### src/rtl/irq_route_table.sv
module irq_route_table #(
  parameter int NUM_ENT  = 24,
  parameter int IDX_BASE = 16,
  parameter int MIN_VEC  = 32
) (
  input  logic               clk,
  input  logic               rst_n,
  input  logic               sel_we,
  input  logic [7:0]         sel_wdata,
  input  logic               win_we,
  input  logic [31:0]        win_wdata,
  output logic [31:0]        win_rdata,
  input  logic [NUM_ENT-1:0] irq_in,
  input  logic               eoi_valid,
  input  logic [7:0]         eoi_vector,
  output logic               msg_valid,
  output logic [7:0]         msg_vector,
  output logic [7:0]         msg_dest,
  output logic               msg_lowpri
);

  localparam int EW = $clog2(NUM_ENT);
  localparam logic [8:0] SEL_LO = 9'(IDX_BASE);
  localparam logic [8:0] SEL_HI = 9'(IDX_BASE + 2 * NUM_ENT);

  logic [7:0] sel_q;
  logic [7:0] vec [NUM_ENT];
  logic [7:0] dst [NUM_ENT];
  logic       lp  [NUM_ENT];
  logic       pol [NUM_ENT];
  logic       trig[NUM_ENT];
  logic       msk [NUM_ENT];
  logic       rirr[NUM_ENT];
  logic       pend[NUM_ENT];
  logic [NUM_ENT-1:0] lvl_q, lvl_d, req, grant;
  logic [EW-1:0] win;
  logic hit;

  wire [7:0] off    = sel_q - SEL_LO[7:0];
  wire [7:0] ent    = off >> 1;
  wire       half   = off[0];
  wire       in_rng = ({1'b0, sel_q} >= SEL_LO) && ({1'b0, sel_q} < SEL_HI);

  always_ff @(posedge clk or negedge rst_n)
    if (!rst_n) sel_q <= '0;
    else if (sel_we) sel_q <= sel_wdata;

  always_ff @(posedge clk or negedge rst_n)
    if (!rst_n) begin
      lvl_q <= '0;
      lvl_d <= '0;
    end else begin
      lvl_q <= irq_in;
      lvl_d <= lvl_q;
    end

  always_comb begin
    win_rdata = '0;
    for (int i = 0; i < NUM_ENT; i++)
      if (in_rng && ent == 8'(i))
        win_rdata = half ? {dst[i], 24'd0}
                         : {15'd0, msk[i], trig[i], rirr[i], pol[i], 4'd0, lp[i], vec[i]};
  end

  for (genvar g = 0; g < NUM_ENT; g++) begin : g_ent
    wire wr_lo = win_we && in_rng && ent == 8'(g) && !half;
    wire wr_hi = win_we && in_rng && ent == 8'(g) && half;
    wire ok    = !msk[g] && (vec[g] >= 8'(MIN_VEC));
    wire act   = lvl_q[g] ^ pol[g];
    wire act_d = lvl_d[g] ^ pol[g];
    wire rise  = act && !act_d;

    assign req[g] = ok && (trig[g] ? (act && !rirr[g]) : (pend[g] || rise));

    always_ff @(posedge clk or negedge rst_n)
      if (!rst_n) begin
        vec[g]  <= '0;
        dst[g]  <= '0;
        lp[g]   <= 1'b0;
        pol[g]  <= 1'b0;
        trig[g] <= 1'b0;
        msk[g]  <= 1'b1;
        rirr[g] <= 1'b0;
        pend[g] <= 1'b0;
      end else begin
        pend[g] <= ok && !trig[g] && !grant[g] && (pend[g] || rise);
        if (grant[g] && trig[g])
          rirr[g] <= 1'b1;
        else if (eoi_valid && rirr[g] && eoi_vector == vec[g])
          rirr[g] <= 1'b0;
        if (wr_lo) begin
          vec[g]  <= win_wdata[7:0];
          lp[g]   <= win_wdata[8];
          pol[g]  <= win_wdata[13];
          trig[g] <= win_wdata[15];
          msk[g]  <= win_wdata[16];
          if (!win_wdata[15]) rirr[g] <= 1'b0;
        end
        if (wr_hi) dst[g] <= win_wdata[31:24];
      end

    AST_LEVEL_HELD: assert property (@(posedge clk) disable iff (!rst_n)
      rirr[g] |-> !grant[g]);
    AST_EOI_CLEARS: assert property (@(posedge clk) disable iff (!rst_n)
      (eoi_valid && rirr[g] && eoi_vector == vec[g]) |=> !rirr[g]);
    AST_MASK_DROPS: assert property (@(posedge clk) disable iff (!rst_n)
      msk[g] |=> !pend[g]);
  end

  always_comb begin
    win = '0;
    for (int i = NUM_ENT - 1; i >= 0; i--)
      if (req[i]) win = EW'(i);
    hit   = |req;
    grant = '0;
    grant[win] = hit;
  end

  always_ff @(posedge clk or negedge rst_n)
    if (!rst_n) begin
      msg_valid  <= 1'b0;
      msg_vector <= '0;
      msg_dest   <= '0;
      msg_lowpri <= 1'b0;
    end else begin
      msg_valid  <= hit;
      msg_vector <= vec[win];
      msg_dest   <= dst[win];
      msg_lowpri <= lp[win];
    end

  AST_ONE_GRANT: assert property (@(posedge clk) disable iff (!rst_n)
    $onehot0(grant));
  AST_REQ_SENDS: assert property (@(posedge clk) disable iff (!rst_n)
    hit |=> msg_valid);
  AST_VEC_LEGAL: assert property (@(posedge clk) disable iff (!rst_n)
    msg_valid |-> msg_vector >= 8'(MIN_VEC));

endmodule

### config.mk
export PLATFORM = sky130hd
export DESIGN_NAME = irq_route_table
export DESIGN_NICKNAME = d
export VERILOG_FILES = /design/src/rtl/irq_route_table.sv
export SDC_FILE = /design/constraint.sdc
export NUM_CORES = 1
export LEC_CHECK = 0
export ABC_AREA = 0
export BUFFER_PORTS_ARGS = -buffer_cell sky130_fd_sc_hd__buf_2
export CELL_PAD_IN_SITES_DETAIL_PLACEMENT = 1
export CELL_PAD_IN_SITES_GLOBAL_PLACEMENT = 2
export CORE_MARGIN = 8
export CORE_UTILIZATION = 45
export CTS_CLUSTER_SIZE = 24
export DETAILED_ROUTE_END_ITERATION = 12
export GPL_ROUTABILITY_DRIVEN = 1
export PLACE_DENSITY_LB_ADDON = 0.1
export SYNTH_ARGS = -nofsm -noshare
export SYNTH_HDL_FRONTEND = slang
export SYNTH_SLANG_ARGS = --single-unit
### constraint.sdc
create_clock -name clk -period 5.9 [get_ports clk]
set_clock_uncertainty 0.05 [all_clocks]
set_input_delay 0.295 -clock clk [delete_from_list [all_inputs] [get_ports clk]]
set_output_delay 0.295 -clock clk [all_outputs]
set_load 0.05 [all_outputs]
Word-level counts from Yosys, hierarchy flattened
Index checks and enable logic that the tools add are counted.
W data, S select, Z words.
- bits in registers: 602
- output and inout port bits: 50
- memories kept: 0
- input bits: 77
- bits in latches: 0
- ROM bits: 0
- memory bits (writable): 0
- shift-type cells: 0
- mux-type cells: 203
- multipliers: 0
- equal/unequal tests: 47
- magnitude comparators: 29
- reduce and logical (&&, ||, !) cells: 486
- add/subtract/negate cells: 1
- div/mod/pow operators: 0
- bitwise gates (word level): 50
- operator list (operator ; number):
    $mux W32 ; 48
    $logic_and A1 B1 Y1 ; 339
    $eq A8 B8 Y1 ; 24
    $ge A8 B6 Y1 const B ; 24
    $mux W1 ; 123
    $logic_not A1 Y1 ; 121
    $mux W5 ; 24
    $bmux W8 S5 ; 2
    $eq A7 B4 Y1 const B ; 8
    $eq A7 B5 Y1 const B ; 8
    $xor A1 B1 Y1 ; 48
    $mux W8 ; 4
    $eq A7 B3 Y1 const B ; 4
    $and A24 B24 Y24 ; 1
    $logic_or A1 B1 Y1 ; 24
    $reduce_or A24 Y1 ; 1
    $eq A7 B2 Y1 const B ; 2
    $ge A8 B5 Y1 const B ; 1
    $logic_not A8 Y1 ; 1
    $lt A8 B7 Y1 const B ; 1
    $sub A8 B5 Y8 const B ; 1
    $eq A7 B1 Y1 const B ; 1
    $ge A6 B6 Y1 const B ; 1
    $lt A5 B6 Y1 const B ; 1
    4 further kinds ; 4

Logic depth before layout (Yosys ltp)
Gate-level depths: netlist (run 1).
- depth after elaboration: 39
- mapped depth: 15
- depth with buffers taken out: 13

Worst setup path before layout (run 1)
Ideal clock, no wire load.
- kind: register to output
- start: register sel_q[4]
- end: output win_rdata[7]
- cell stages (with the launch flop): 14
- path slack: 971 ps
- required time: 5555 ps
- arrival time: 4584 ps
- cells stage by stage: dfrtp_1 > inv_1 > ha_1 > o21bai_1 > o21ai_0 > mux2i_1 > nor3_2 > nand3_1 > nor3_1 > clkbuf_1 > a22oi_1 > nand2_1 > a311oi_1 > o311ai_0
- cells in the longest elaborated chain, start to end: 27
- ends and longest elaborated chain (item ; RTL line ; source):
    start, declared ; 26 ; logic [7:0] sel_q;
    start signal, assigned ; 46 ; else if (sel_we) sel_q <= sel_wdata;
    $sub A8 B5 Y8, or another cell as far along ; 39 ; wire [7:0] off = sel_q - SEL_LO[7:0];
    $logic_not A8 Y1 or $logic_and A1 B1 Y1 (tied branches) ; 60, 42 ;
    $logic_and A1 B1 Y1 ; 60 ; if (in_rng && ent == 8'(i))
    $mux W32 (23 in series) ; 60 ;
    $mux W32 (*) ; 60 ;
    end, declared ; 12 ; output logic [31:0] win_rdata,
Every way passes the cells marked *; elsewhere a longest branch is shown, timed or not.

Worst setup path in the final report (run 1)
- start: register sel_q[4]
- end: output win_rdata[16]
The elaborated chain is that of the path after synthesis.

==> reports/qor_table.md, run 1 <==
| Item | Value |
|---|---|
| Number of setup violations in the final report | 0 |
| Final slew viol count | 0 |
| Post-synthesis instance area | 0.0329 mm^2 |
| Cells along the critical path | inv_1, ha_1, o21bai_1, o21ai_0, mux2i_1, nor3_2, nand3_1, nor2_1, buf_4, a221oi_1, a221oi_1, buf_4, o21ai_0, a211o_1, a22oi_1, buf_2 |
| Vias | 29200 |
| Pwr/cell area | 276 mW/mm^2 |
| Area share of the leading cell type in the synthesized netlist | 44.0% |
| Core region area | 0.0727 mm^2 |
| Worst endpoint required time | 5.56 ns |
| Reg2Reg Capture Point | msg_dest[0] |
| Sequential cell area in the final layout | 0.0151 mm^2 |
| Biggest area contributors in the synthesized netlist | dfrtp_1 44%, mux2_2 16%, xor2_1 4.5% |
| Via count of the first global-routing pass | 30400 |
| Cell internal power dissipation | 7240 uW |
| Buffers and inverters on the worst path | 4 |
| Dominant cell type by area after synthesis | dfrtp_1 |
| Total DRC errors in the routed layout | 0 |
| Fraction of the mapped netlist area in simple logic gates | 11.1% |
| Number of vias per cell after detailed routing | 6.92 |
| Detailed-route wire length per cell | 35.0 um |
| Startpoint of the lowest-slack hold path | sel_we |
| Number of CTS-inserted buffers | 71 |
| Kind of end point of the critical path | output port |
| Yosys warning total | 0 |
| Shortest period the worst path allows | 5.62 ns |
| Hold depth | 2 |
| Routability Congestion | 0.976 |
| Outcome | finished clean |
| Area share of fa/ha/maj cells after synthesis | 0.0761% |
| Crit start category | flop |
| Number of synthesized flops with an enable pin | 0 |
| Leftover overflow at the end of global routing | 0 |
| I/O pin count | 127 |
| Row count | 99 |
| Maximum capacitance violations | 0 |
| Maximum number of pins on one net before global-route repair | 176 |
| Violation count after the first detailed-route iteration | 3540 |
| Setup Total Neg Slack | 0 ns |
| Global-route wire length before repair | 216000 um |
| Layout overhead on the synthesized area | 14.8% |
| Headroom to the max-slew limit | 19.6% |
| Static power due to leakage | 0.0170 uW |
| Register bit count reported by yosys | 602 |
| Power share of the combinational group | 15.7% |
| TritonCTS clock tree | done |
| Number of fill cells | 7713 |
| Register clock-pin slew on the reported worst setup and hold paths | 0.06 ns |
| Worst supply voltage drop on vdd | 0.000242 V |
| Quantity of I/O buffers inserted on ports | 103 |
| Final hold vios | 0 |
| Setup repair after global routing missed its margin | false |
| Clk sinks | 602 |
| Proportion of power drawn by flip-flops and latches | 42.3% |
| Clock tree root buffer cell | clkbuf_16 |
| Number of cells produced by synthesis | 3058 |
| Share of the synthesized netlist area taken by xor and xnor gates | 5.11% |
| Detailed Routing Iterations Pass 1 | 8 |
| Unique masters post-synth | 90 |
| Net Switching | 3190 uW |
| Number of cells traversed by the worst register-to-register path | 13 |
| Mean Syn Cell Area | 10.8 um^2 |
| Data arrival time of the worst path | 5.27 ns |
| Initial core utilization | 45.2% |
| Worst-case clock buffer depth | 3 |
| Total wire length | 148000 um |
| Dominant combinational cell family by area after synthesis | compound AO/OA/AOI/OAI gates |
| Worst reg-to-reg setup slack | 0.59 ns |
| Number of antenna violations at the first check in global routing | 7 |
| Worst stage delay on the critical path | 0.61 ns |
| Share of layout cells above drive strength 1 | 28.1% |
| Number of routed nets with antenna violations | 0 |
| Worst min-delay path endpoint | sel_q[2] |
| Part of the total power dissipated in the clock network | 42.1% |
| Area of combinational cells with multiple inputs | 0.0169 mm^2 |
| Part of the cycle the worst path needs | 95.2% |
| Horiz. Die Dim | 286 um |
| Sequential area share after synthesis | 45.9% |
| Htree depth | 3 |
| Layout Nets | 3283 |
| Maximum clock frequency | 178 MHz |
| Detailed Place HPWL | 105000 um |
| Reg2reg start | vec[70] |
| Die height | 286 um |
| Fraction of the mapped netlist area in compound gates | 18.5% |
| Final total power | 10400 uW |
| Highest-delay cell along the critical path | nor3_2 |
| Net Sw Frac | 30.6% |
| Clock latency of the later-clocked register in the worst-skew pair | 0.64 ns |
| Maximum fanout along the worst path | 13 |
| Total routing usage reported by global routing | 35.3% |
| DIE AREA | 0.0820 mm^2 |
| Cell class contributing the biggest share of worst-path delay | compound AO/OA/AOI/OAI gates |
| Worst Setup Path Type | reg -> out |
| Flip-flop cell with the highest count after synthesis | dfrtp_1 |
| Hold crit path type | in -> reg |
| Portion of netlist area occupied by mux cells | 16.2% |
| Share of synthesized registers carrying an async set or reset | 100% |
| Tightest Pin Transition | 1.20 ns |
layer usage:
metal,track usage [%],routed length (um)
met1,44.8,57000
met2,56.0,67900
met3,6.92,12500
met5,0,52
met4,20.8,10200
flip-flops by register name (all words and copies together), names as in the netlist:
register	cells
msg_valid	1
pend	24
msk	24
lvl_d	24
dst	192
msg_dest	8
msg_lowpri	1
sel_q	8
lvl_q	24
msg_vector	8
trig	24
rirr	24
pol	24
lp	24
vec	192
stage by stage:
stage | cell area, um^2 | std cells | util (%) | setup WS (ns) | hold slack, ns
final | 37800 | 4218 | 52.0 | 0.281 | 0.0544
after global routing | 37800 | 4215 | 52.0 | 0.100 | 0.0837
after CTS | 37800 | 4215 | 51.9 | 0.182 | 0.0207
after detailed placement | 35100 | 4047 | 48.2 | 0.844 | 0.206
after global placement | 35100 | 4047 | 48.2 | 0.866 | 0.203
after floorplan | 32900 | 3069 | - | 0.971 | -0.0506
worst max-delay path by stage:
stage | from | endpoint | slack [ns] | depth (start not counted)
6_report | sel_q[4] | win_rdata[16] | 0.28 | 16
5_1_grt | sel_q[5] | win_rdata[28] | 0.10 | 16
4_1_cts | sel_q[4] | win_rdata[30] | 0.18 | 14
3_5_place_dp | sel_q[4] | win_rdata[30] | 0.84 | 14
3_3_place_gp | sel_q[4] | win_rdata[30] | 0.87 | 14
2_1_floorplan | sel_q[4] | win_rdata[7] | 0.97 | 13
cells in the mapped netlist, drive strengths merged (33+ instances only):
master and instances:
a221oi 75, nor4 40, nand2b 33, xor2 168, dfrtp 578, a22oi 160
nor2b 94, a31oi 41, clkbuf 162, o21ai 120, nand3 35, o22ai 48
nor3 92, nand4 33, buf 71, a21oi 105, a222oi 52, nor2 169
nand2 126, mux2 467
final cells by class:
cell class,count,share of cell area (%)
sequential,602,40.0
multi-input combinational,2216,44.8
tap,959,3.18
inverter,18,0.179
clock buffer,113,5.63
antenna,3,0.0199
timing repair buffer,295,5.86
clock inverter,12,0.368
what timing repair did:
item	in CTS	in global routing
buffers inserted	0	0
endpoints found under the setup margin	0	2
gates resized for setup	0	1
hold buffers	43	0
endpoints found under the hold margin	81	0
power by group through the flow:
stage / clock, uW / sequential, uW / combinational (uW)
2_1_floorplan: 0 / 4470 / 742
3_3_place_gp: 0 / 4470 / 1520
3_5_place_dp: 0 / 4480 / 1540
4_1_cts: 4450 / 4410 / 1580
5_1_grt: 4590 / 4420 / 1680
6_report: 4390 / 4410 / 1630
cell families (layout without fill, tap and decap cells):
family                   after synthesis  in the layout
AO/OA/AOI/OAI                        824            824
XOR/XNOR                             192            192
adder cells (fa/ha/maj)                2              2
buffers and inverters                251            438
flip-flops                           602            602
multiplexers                         473            473
other                                  1             15
AND/OR/NAND/NOR                      713            713
placed cells by master (no fill, tap or decap), drive strengths merged, types with 15 or more instances in the layout:
cell and count:
dlygate4sd3 43, nand2b 33, o2111ai 15, nand3 35, dfrtp 578, xor2 168
o211ai 15, nor2b 94, a21oi 105, clkbuf 113, nand4 33, a22o 16
o221ai 24, o21ai 120, dfstp 24, a22oi 160, a2111oi 18, a32oi 18
xnor2 24, nor2 169, a222oi 52, a31oi 41, and2 16, a221o 15
inv 17, nor4 40, a221oi 75, and3 18, mux2 467, o22ai 48
buf 252, nand2 126, or2 25, nor3 92
No activity file was read; power rests on OpenSTA's default activity.
==> inputs of run 2 (changes only) <==
CORE_UTILIZATION = 42   (was 45)
CTS_CLUSTER_DIAMETER = 100   (was default)
clock period = 5.19 ns   (was 5.9 ns; I/O delays follow)
==> run 2 against run 1 <==
Net effect: final area decreased by 0.70%; flip-flop and latch count unchanged; critical path depth decreased by 2; sequential share of layout area increased by 0.29 points; combinational power increased by 17%; critical endpoint is now win_rdata[13]; highest routed layer unchanged.
==> reports/qor_table.md, run 2 (synthesis gave the netlist of run 1 again) <==
| Item | Value | Delta |
|---|---|---|
| Static power due to leakage | 0.0169 uW | -1.1% |
| Shortest period the worst path allows | 5.11 ns |  |
| DIE AREA | 0.0875 mm^2 | +6.7% |
| Quantity of I/O buffers inserted on ports | 103 | unchanged |
| Global-route wire length before repair | 219000 um | +1.4% |
| Met1 usage | 43.5% | -1.3 points |
| Total wire length | 151000 um | +2.3% |
| Hold crit path type | in -> reg |  |
| Most common library cell in the layout ignoring fill and taps | dfrtp_1 |  |
| TritonCTS clock tree | done |  |
| Tightest Pin Transition | 1.29 ns | +0.0908 ns |
| Worst Setup Path Type | reg -> out |  |
| Layer with the highest usage after global routing | met2 |  |
| Initial core utilization | 42.5% | -2.8 points |
| Layout Nets | 3298 | +0.46% |
| Global Route met2 Usage | 55.5% | -0.49 points |
| Worst-case clock buffer depth | 3 | unchanged |
| Die height | 296 um | +3.3% |
| Total DRC errors in the routed layout | 0 | unchanged |
| Number of fill cells | 8309 | +7.7% |
| Outcome | finished clean |  |
| I/O pin count | 127 | unchanged |
| Final slew viol count | 0 | unchanged |
| Maximum fanout along the worst path | 14 | +1 |
| Row count | 102 | +3.0% |
| Sequential cell area in the final layout | 0.0151 mm^2 | about the same |
| WHS | 0.0495 ns | -0.00483 ns |
| Final hold vios | 0 | unchanged |
| Total routing usage reported by global routing | 33.9% | -1.4 points |
| Via count of the first global-routing pass | 30300 | -0.13% |
| Number of vias per cell after detailed routing | 6.71 | -3.0% |
| Htree depth | 2 | -1 |
| Worst endpoint required time | 4.88 ns | -0.68 ns |
| Data arrival time of the worst path | 4.80 ns | -0.47 ns |
| Setup Total Neg Slack | 0 ns | unchanged |
| Highest-count cells in the layout ignoring fill and taps | 576 x dfrtp_1, 467 x mux2_2, 192 x buf_4, 168 x xor2_1, 163 x nor2_1 |  |
| Crit start category | flop |  |
| Worst supply voltage drop on vdd | 0.000281 V | +16% |
| Detailed-route wire length per cell | 35.2 um | +0.74% |
| Total non-filler cell area in the finished layout | 0.0375 mm^2 | -0.70% |
| Maximum number of pins on one net before global-route repair | 159 | -9.7% |
| Pre-CTS worst setup slack | 0.378 ns | -0.465 ns |
| Horiz. Die Dim | 296 um | +3.3% |
| Setup repair after global routing missed its margin | false |  |
| Top Registers | dst (192), vec (192) |  |
| Clock tree root buffer cell | clkbuf_16 |  |
| Placed cell areas | 0.0358 mm^2 | +1.9% |
| Violation count after the first detailed-route iteration | 3224 | -8.9% |
| Clk sinks | 602 | unchanged |
| Vias | 28800 | -1.4% |
| Register clock-pin slew on the reported worst setup and hold paths | 0.10 ns | +0.04 ns |
| Global-route track usage on met3 | 5.58% | -1.3 points |
| Post-layout worst setup margin | 0.0810 ns | -0.200 ns |
| Number of routed nets with antenna violations | 0 | unchanged |
| Layout overhead on the synthesized area | 14.0% |  |
| Detailed Routing Iterations Pass 1 | 9 | +1 |
| Part of the cycle the worst path needs | 98.4% |  |
| Maximum capacitance violations | 0 | unchanged |
| Pwr/cell area | 275 mW/mm^2 | -0.38% |
| Detailed Place HPWL | 111000 um | +5.8% |
| Number of antenna violations at the first check in global routing | 7 | unchanged |
| Routability Congestion | 0.975 | -0.10% |
| Final total power | 10300 uW | -1.1% |
| Area of combinational cells with multiple inputs | 0.0170 mm^2 | +0.44% |
| Kind of end point of the critical path | output port |  |
| Number of CTS-inserted buffers | 36 | -49% |
| Number of setup violations in the final report | 0 | unchanged |
| Headroom to the max-slew limit | 13.8% | -5.8 points |
| Clock latency of the later-clocked register in the worst-skew pair | 0.60 ns | -0.04 ns |
| Maximum clock frequency | 196 MHz |  |
| Leftover overflow at the end of global routing | 0 | unchanged |
| Share of layout cells above drive strength 1 | 29.0% | +0.83 points |
| Core region area | 0.0775 mm^2 | +6.5% |
==> run 2: stage by stage <==
step / cells / util (%)
finish: 4285 / 48.4
global route: 4282 / 48.4
CTS: 4282 / 48.4
detailed placement: 4177 / 46.2
global placement: 4177 / 46.2
floorplan: 3069 / -
==> run 2: final cells by class <==
cell class	count	area share, %
inverters	18	0.180
repair buffers	345	7.49
well taps	1040	3.47
clock buffers	42	2.60
multi-input cells	2216	45.3
diodes	3	0.0200
flip-flops and latches	602	40.2
clock inverters	19	0.677
==> run 2: what timing repair did <==
| action | in CTS | in global routing |
|---|---|---|
| gates resized for setup | 9 | 14 |
| hold buffers | 42 | 0 |
| endpoints found under the setup margin | 7 | 11 |
| cloned | 0 | 0 |
| pin swaps | 0 | 0 |
| hold endpoints to repair | 106 | 0 |
| buffers inserted | 2 | 0 |
==> run 2: worst paths after layout <==
kind	cells after the start	slack [ns]	end	startpoint
worst min-delay path	2	0.05	sel_q[7]	sel_we
worst min register to register	0	0.37	lvl_d[0]	lvl_q[0]
min in group asynchronous	2	0.19	lvl_q[3]	rst_n
worst max register to register	14	0.38	msg_lowpri	trig[21]
max in group asynchronous	3	3.45	vec[29]	rst_n
worst max-delay path	14	0.08	win_rdata[13]	sel_q[5]
==> run 2: routing by layer <==
| metal | wire length, um | vias to the layer above |
|---|---|---|
| met5 | 28 | - |
| met4 | 8660 | 4 |
| met3 | 10800 | 371 |
| met2 | 71200 | 1366 |
| met1 | 60300 | 15100 |
| li1 | - | 11900 |
==> run 2: critical path, cell delays in order, from the launching register on <==
cell	delay, ns
dfrtp_1	0.42
inv_1	0.12
ha_1	0.16
inv_1	0.05
o41ai_1	0.65
and4_1	0.50
buf_4	0.37
buf_4	0.26
a22oi_1	0.11
o2111ai_1	0.30
a31o_2	0.24
a21oi_1	0.13
o31a_1	0.33
o21ai_0	0.36
buf_12	0.20
==> run 2: report_power, final <==
group / switching (uW) / internal, uW / total, uW
Clock: 1850 / 1560 / 3410
Sequential: 170 / 4830 / 5000
Combinational: 1390 / 521 / 1910
Total: 3410 / 6910 / 10300
